**config.mk**
```make
export PLATFORM = sky130hd
export DESIGN_NAME = irq_group_ctl
export DESIGN_NICKNAME = d
export VERILOG_FILES = /design/src/rtl/irq_group_pkg.sv /design/src/rtl/irq_sync.sv /design/src/rtl/irq_capture.sv /design/src/rtl/irq_flag_bank.sv /design/src/rtl/irq_group_or.sv /design/src/rtl/irq_group_ctl.sv
export SDC_FILE = /design/constraint.sdc
export NUM_CORES = 1
export LEC_CHECK = 0
export ABC_AREA = 1
export CAP_MARGIN = 10
export CORE_MARGIN = 8
export CORE_UTILIZATION = 40
export DETAILED_ROUTE_END_ITERATION = 8
export PLACE_DENSITY_LB_ADDON = 0.15
export SYNTH_ARGS = -nofsm -noshare
export SYNTH_HDL_FRONTEND = slang
export SYNTH_SLANG_ARGS = --single-unit
```
**constraint.sdc**
```tcl
create_clock -name clk -period 0.99 [get_ports clk]
set_input_delay 0.099 -clock clk [delete_from_list [all_inputs] [get_ports clk]]
set_output_delay 0.099 -clock clk [all_outputs]
set_load 0.05 [all_outputs]
```
**src/rtl/irq_group_pkg.sv**
```systemverilog
// Shared constants, types and group membership for the grouped interrupt
// flag controller. Assumes 16 lines and 4 group outputs.
package irq_group_pkg;
    localparam int unsigned IRQ_LINES    = 16;
    localparam int unsigned CPU_LINES    = 4;
    localparam int unsigned BUTTON_LINE  = 15;
    localparam int unsigned SPARE_LINE   = 0;
    localparam int unsigned REG_MASK_OFS = 0;
    localparam int unsigned REG_FLAG_OFS = 1;

    typedef logic [IRQ_LINES-1:0] irq_vec_t;

    typedef enum logic [1:0] {
        ACC_NONE,
        ACC_MASK,
        ACC_FLAG
    } acc_kind_e;

    // Lines that feed each group request.
    function automatic irq_vec_t group_members(input int unsigned grp);
        case (grp)
            0:       return 16'h0028;
            1:       return 16'h0050;
            2:       return 16'h1C00;
            3:       return 16'h6386;
            default: return '0;
        endcase
    endfunction

    // Lines that are level sensitive (all except the spare and the button).
    function automatic irq_vec_t level_lines();
        irq_vec_t v = '0;
        for (int i = 0; i < IRQ_LINES; i++) begin
            if (i != SPARE_LINE && i != BUTTON_LINE) v[i] = 1'b1;
        end
        return v;
    endfunction

    // Bits that can ever hold a flag.
    function automatic irq_vec_t live_lines();
        irq_vec_t v = '1;
        v[SPARE_LINE] = 1'b0;
        return v;
    endfunction

    localparam irq_vec_t LEVEL_LINES = level_lines();
    localparam irq_vec_t LIVE_LINES  = live_lines();
endpackage

```
**src/rtl/irq_sync.sv**
```systemverilog
// Multi-stage synchroniser bank for asynchronous active-low lines.
// Assumes STAGES >= 2; resets every stage to the inactive (high) level.
module irq_sync #(
    parameter int unsigned WIDTH  = 16,
    parameter int unsigned STAGES = 2
) (
    input  logic             clk,
    input  logic             rst_n,
    input  logic [WIDTH-1:0] async_n,
    output logic [WIDTH-1:0] sync_n
);
    logic [WIDTH-1:0] stage_q [STAGES];

    // Shift the raw lines through the synchroniser chain.
    always_ff @(posedge clk) begin
        if (!rst_n) begin
            for (int s = 0; s < STAGES; s++) stage_q[s] <= '1;
        end else begin
            stage_q[0] <= async_n;
            for (int s = 1; s < STAGES; s++) stage_q[s] <= stage_q[s-1];
        end
    end

    assign sync_n = stage_q[STAGES-1];
endmodule

```
**src/rtl/irq_capture.sv**
```systemverilog
// Turns synchronised lines into per-cycle set requests: level lines request
// while low, the button line requests on a falling edge only.
// Assumes the input is already synchronous to clk.
module irq_capture
    import irq_group_pkg::*;
(
    input  logic     clk,
    input  logic     rst_n,
    input  irq_vec_t sync_n,
    output irq_vec_t set_vec
);
    logic button_prev_q;

    // Remember the previous synchronised button level for edge detection.
    always_ff @(posedge clk) begin
        if (!rst_n) button_prev_q <= 1'b1;
        else        button_prev_q <= sync_n[BUTTON_LINE];
    end

    // Build the set vector from level lines and the button edge.
    always_comb begin
        set_vec = ~sync_n & LEVEL_LINES;
        set_vec[BUTTON_LINE] = button_prev_q & ~sync_n[BUTTON_LINE];
    end
endmodule

```
**src/rtl/irq_flag_bank.sv**
```systemverilog
// Pending flag register: clears through a write-zero word, sets from
// capture requests; a set in the same cycle as a clear wins.
// Assumes the spare bit is never stored.
module irq_flag_bank
    import irq_group_pkg::*;
(
    input  logic     clk,
    input  logic     rst_n,
    input  irq_vec_t set_vec,
    input  logic     clr_en,
    input  irq_vec_t clr_word,
    output irq_vec_t flag_q
);
    irq_vec_t keep;
    irq_vec_t flag_d;

    // Compute the next flag word from keep mask and set requests.
    always_comb begin
        keep   = clr_en ? clr_word : '1;
        flag_d = ((flag_q & keep) | set_vec) & LIVE_LINES;
    end

    // Hold the pending flags.
    always_ff @(posedge clk) begin
        if (!rst_n) flag_q <= '0;
        else        flag_q <= flag_d;
    end
endmodule

```
**src/rtl/irq_group_or.sv**
```systemverilog
// Combines pending, enabled flags into fixed group requests and passes the
// button flag out as a non-maskable request.
// Assumes group membership comes from the package table.
module irq_group_or
    import irq_group_pkg::*;
(
    input  irq_vec_t             flag_q,
    input  irq_vec_t             mask_q,
    output logic [CPU_LINES-1:0] irq_req,
    output logic                 nmi_req
);
    irq_vec_t enabled;

    // Flags that are pending and not blocked.
    assign enabled = flag_q & ~mask_q & LIVE_LINES;

    for (genvar g = 0; g < CPU_LINES; g++) begin : g_group
        localparam irq_vec_t MEMBERS = group_members(g);
        // OR the enabled members of this group.
        assign irq_req[g] = |(enabled & MEMBERS);
    end

    assign nmi_req = flag_q[BUTTON_LINE];
endmodule

```
**src/rtl/irq_group_ctl.sv**
```systemverilog
// Top of the grouped interrupt flag controller: synchroniser, capture,
// flag bank, mask register, read mux and group OR.
// Assumes a single-cycle synchronous register bus with combinational read.
module irq_group_ctl
    import irq_group_pkg::*;
#(
    parameter int unsigned SYNC_STAGES = 2,
    parameter int unsigned ADDR_W      = 2
) (
    input  logic                 clk,
    input  logic                 rst_n,
    input  logic [15:0]          irq_in_n,
    input  logic [ADDR_W-1:0]    bus_addr,
    input  logic                 bus_wr_en,
    input  logic [15:0]          bus_wr_data,
    output logic [15:0]          bus_rd_data,
    output logic [3:0]           irq_req,
    output logic                 nmi_req
);
    localparam logic [ADDR_W-1:0] MASK_ADDR = ADDR_W'(REG_MASK_OFS);
    localparam logic [ADDR_W-1:0] FLAG_ADDR = ADDR_W'(REG_FLAG_OFS);

    irq_vec_t  sync_n;
    irq_vec_t  set_vec;
    irq_vec_t  flag_q;
    irq_vec_t  mask_q;
    acc_kind_e acc;

    irq_sync #(.WIDTH(IRQ_LINES), .STAGES(SYNC_STAGES)) u_sync (
        .clk     (clk),
        .rst_n   (rst_n),
        .async_n (irq_in_n),
        .sync_n  (sync_n)
    );

    irq_capture u_capture (
        .clk     (clk),
        .rst_n   (rst_n),
        .sync_n  (sync_n),
        .set_vec (set_vec)
    );

    // Decode which register the bus address selects.
    always_comb begin
        if (bus_addr == MASK_ADDR)      acc = ACC_MASK;
        else if (bus_addr == FLAG_ADDR) acc = ACC_FLAG;
        else                            acc = ACC_NONE;
    end

    irq_flag_bank u_flags (
        .clk      (clk),
        .rst_n    (rst_n),
        .set_vec  (set_vec),
        .clr_en   (bus_wr_en && acc == ACC_FLAG),
        .clr_word (bus_wr_data),
        .flag_q   (flag_q)
    );

    // Hold the mask register; everything blocked out of reset.
    always_ff @(posedge clk) begin
        if (!rst_n)                            mask_q <= '1;
        else if (bus_wr_en && acc == ACC_MASK) mask_q <= bus_wr_data;
    end

    // Return the selected register on the read port.
    always_comb begin
        case (acc)
            ACC_MASK: bus_rd_data = mask_q;
            ACC_FLAG: bus_rd_data = flag_q;
            default:  bus_rd_data = '0;
        endcase
    end

    irq_group_or u_group (
        .flag_q  (flag_q),
        .mask_q  (mask_q),
        .irq_req (irq_req),
        .nmi_req (nmi_req)
    );
endmodule

```
==> flow_metrics.py, run 1 <==
metrics = {
    "power_and_ir_drop": {
        "peakVddDrop_mv": 1.12,
        "leakagePower_uw": 0.00165,
        "pwr_density_cell_mw_per_mm2": 1630,
    },
    "setup_path": {
        "crit_required_ps": 890,
        "rrSetupSlack_ps": 210,
        "r2r_cells": 3,
        "endpoint": "irq_req[3]",
        "crit_path_end_kind": "output pin",
        "crit_path_start_kind": "register",
        "rr_startpoint": "u_flags.flag_q[15]$_SDFF_PN0_",
        "worst_r2r_endpoint": "u_flags.flag_q[15]$_SDFF_PN0_",
        "arrival_ps": 1230,
        "critPathKind": "reg2out",
        "startpoint": "mask_q[14]$_SDFFE_PN1P_",
        "cp_max_fo": 2,
    },
    "detailed_routing": {
        "route.detailed.drc": 0,
        "wirelength_mm": 6.07,
        "vias": 2058,
        "drt_iter0_drc": 129,
        "routedWlPerCell_um": 14.1,
        "firstDrtPassIters": 4,
        "via_per_inst": 4.79,
        "ant_nets": 0,
    },
    "grt": {
        "antenna_found_initial": 0,
        "gr-total-overflow": 0,
        "grt_start_max_net_pins": 30,
        "grt_pass1_vias": 2051,
        "grt_pass1_wl_mm": 9.90,
        "grtUsageTotal_pct": 14.7,
    },
    "sta": {
        "min_period_ps": 1330,
        "slew_headroom_pct": 82.9,
        "fin_crit_sh_pct": 135,
        "worst_pin_slew_ps": 256,
        "rsz0062_at_grt": "yes",
        "max_freq_ghz": 0.750,
        "slew_viol_final": 0,
        "hold_viol_final": 0,
        "skew_ps": 3.85,
        "fin_hold_ws_ps": 324,
        "setup_ws_ps": -343,
        "setup_viol": 21,
    },
    "floorplanning": {
        "die-width_um": 92.1,
        "die_area_sq_mm": 0.00848,
        "pin_count": 58,
        "initial_core_util_pct": 41.8,
        "core_sq_mm": 0.00554,
        "die_h_um": 92.1,
        "rows": 27,
    },
    "cts": {
        "clk_latency_ps": 330,
        "path_clk_slew_ps": 70,
        "tritoncts": "built",
        "cts-root-buf": "clkbuf_8",
        "clock_sinks": 62,
        "clk_path_buf_depth": 2,
        "cts.htree.levels": 3,
        "cts_made_buffers": 9,
    },
    "yosys": {
        "syn_nets": 312,
        "syn-instance-count": 275,
        "yosys_warnings": 0,
        "yosysSeqAreaShare_pct": 53.6,
        "syn_area_sq_mm": 0.00232,
        "synth_seq_cells": 62,
        "synthDistinctLibCells": 22,
        "syn_area_per_cell_sq_um": 8.42,
    },
    "flow_run": {
        "maxCapViolCount": 0,
    },
    "final_layout": {
        "syn_to_final_growth_pct": 68.3,
        "final_layout_size_suffix_gt1_share_pct": 50.8,
        "nets": 390,
        "n_antenna_cell": 0,
    },
    "min_path": {
        "hold_class": "in2reg",
    },
    "place": {
        "gp_congestion": 0.821,
        "dp_hpwl_mm": 4.04,
        "port_buffers": 56,
        "dpl_worst_slack_ps": -470,
    },
    "outcome": {
        "run_status": "finished, violations left",
        "violations": "negative setup slack",
    },
}
[registers in the layout (all words and copies together) (netlist names)]
| signal | cells |
|---|---|
| u_sync.stage_q | 30 |
| mask_q | 16 |
| u_flags.flag_q | 15 |
| u_capture.button_prev_q | 1 |
[worst min-delay path by stage]
stage	from	end	slack, ps	cells past startpoint
CTS	irq_in_n[5]	u_sync.stage_q[0][5]$_SDFF_PN1_	300	2
global route	irq_in_n[9]	u_sync.stage_q[0][9]$_SDFF_PN1_	310	2
floorplan	irq_in_n[10]	u_sync.stage_q[0][10]$_SDFF_PN1_	210	1
finish	bus_wr_data[0]	mask_q[0]$_SDFFE_PN1P_	320	3
detailed placement	u_sync.stage_q[0][19]$_SDFF_PN1_	u_flags.flag_q[3]$_SDFF_PN0_	390	1
global placement	u_sync.stage_q[0][20]$_SDFF_PN1_	u_flags.flag_q[4]$_SDFF_PN0_	390	1
[cell type report]
type	count	area (sq um)
Clock inverter	5	81.3
Inverter	35	134
Timing Repair Buffer	83	1050
Clock buffer	11	151
Fill cell	426	1640
Multi-Input combinational cell	162	1110
Sequential cell	62	1290
Tap cell	72	90.1
[per-layer routing]
layer	routed length, um	GRT usage (%)
met5	0	0
met4	134	6.71
met3	317	5.13
met2	3000	23.6
met1	2620	17.2
[where the power goes]
part / leakage, uW / switching (uW) / total [uW] / internal, uW
Combinational: 0.00102 / 584 / 1160 / 577
Sequential: 0.000513 / 67.5 / 2690 / 2630
Clock: 0.000116 / 937 / 2490 / 1550
[logic make-up (layout without fill, tap and decap cells)]
group                  after synthesis  count (layout)  share of synthesized area [%]
AND/OR/NAND/NOR                    116             116                           24.5
flip-flops                          62              62                           53.6
buffers and inverters               51             134                           9.40
AO/OA/AOI/OAI                       46              46                           12.5
[stage by stage]
stage | cells | instance area, sq um | setup TNS (ps) | util [%] | power, uW
after floorplan | 275 | 2360 | -2520 | - | 3220
after CTS | 429 | 3820 | -3590 | 69.0 | 6400
final | 430 | 3900 | -3230 | 70.4 | 6340
after global placement | 410 | 3340 | -25260 | 60.3 | 3750
after global routing | 430 | 3900 | -4290 | 70.4 | 6620
after detailed placement | 410 | 3340 | -26300 | 60.3 | 3770
[cells in the final DEF (no fill, tap or decap), types with 5 or more instances in the layout]
cell,netlist,final
inv_2,1,16
nand2_1,52,42
buf_12,0,24
nand4_1,14,14
buf_4,2,16
a21oi_1,14,14
nand3_2,0,7
or2_2,30,30
dfxtp_1,62,34
o21ai_4,0,11
inv_1,34,18
dfxtp_2,0,24
clkbuf_8,0,11
clkdlybuf4s50_1,0,33
nand3_1,13,5
buf_6,1,7
o211ai_1,10,10
nand2_2,1,11
[timing repair]
| item | 4_1_cts | 5_1_grt |
|---|---|---|
| gates resized for setup | 87 | 18 |
| pin swaps | 20 | 2 |
| hold buffers | 0 | 0 |
| buffers inserted | 3 | 1 |
| endpoints found under the setup margin | 34 | 21 |
[synth_stat cells (all sizes together)]
| cell type | number | area share (%) |
|---|---|---|
| a21oi | 14 | 3.0 |
| buf | 11 | 2.9 |
| clkbuf | 5 | 0.86 |
| dfxtp | 62 | 54 |
| inv | 35 | 5.7 |
| nand2 | 53 | 8.7 |
| nand3 | 13 | 2.8 |
| nand4 | 14 | 3.8 |
| nor2 | 5 | 0.92 |
| nor3 | 1 | 0.22 |
| o211ai | 14 | 5.4 |
| o21ai | 15 | 3.2 |
| o22ai | 3 | 0.81 |
| or2 | 30 | 8.1 |
[critical path, stage by stage, from the launching register on]
cell	delay, ps
dfxtp_2	330
inv_2	40
nand2_1	80
nand2_2	60
nor3_2	120
nand3_2	110
buf_12	160
Note: power is estimated with default switching activity, not from simulation.
==> inputs of run 2 (changes only) <==
--- a/config.mk
+++ b/config.mk
@@ -11,6 +11,7 @@
 export CORE_UTILIZATION = 40
 export DETAILED_ROUTE_END_ITERATION = 8
 export PLACE_DENSITY_LB_ADDON = 0.15
+export SLEW_MARGIN = 25
 export SYNTH_ARGS = -nofsm -noshare
 export SYNTH_HDL_FRONTEND = slang
 export SYNTH_SLANG_ARGS = --single-unit
==> results of run 2 <==
Same layout as run 1: the final DEF is identical, and so are final timing and power.
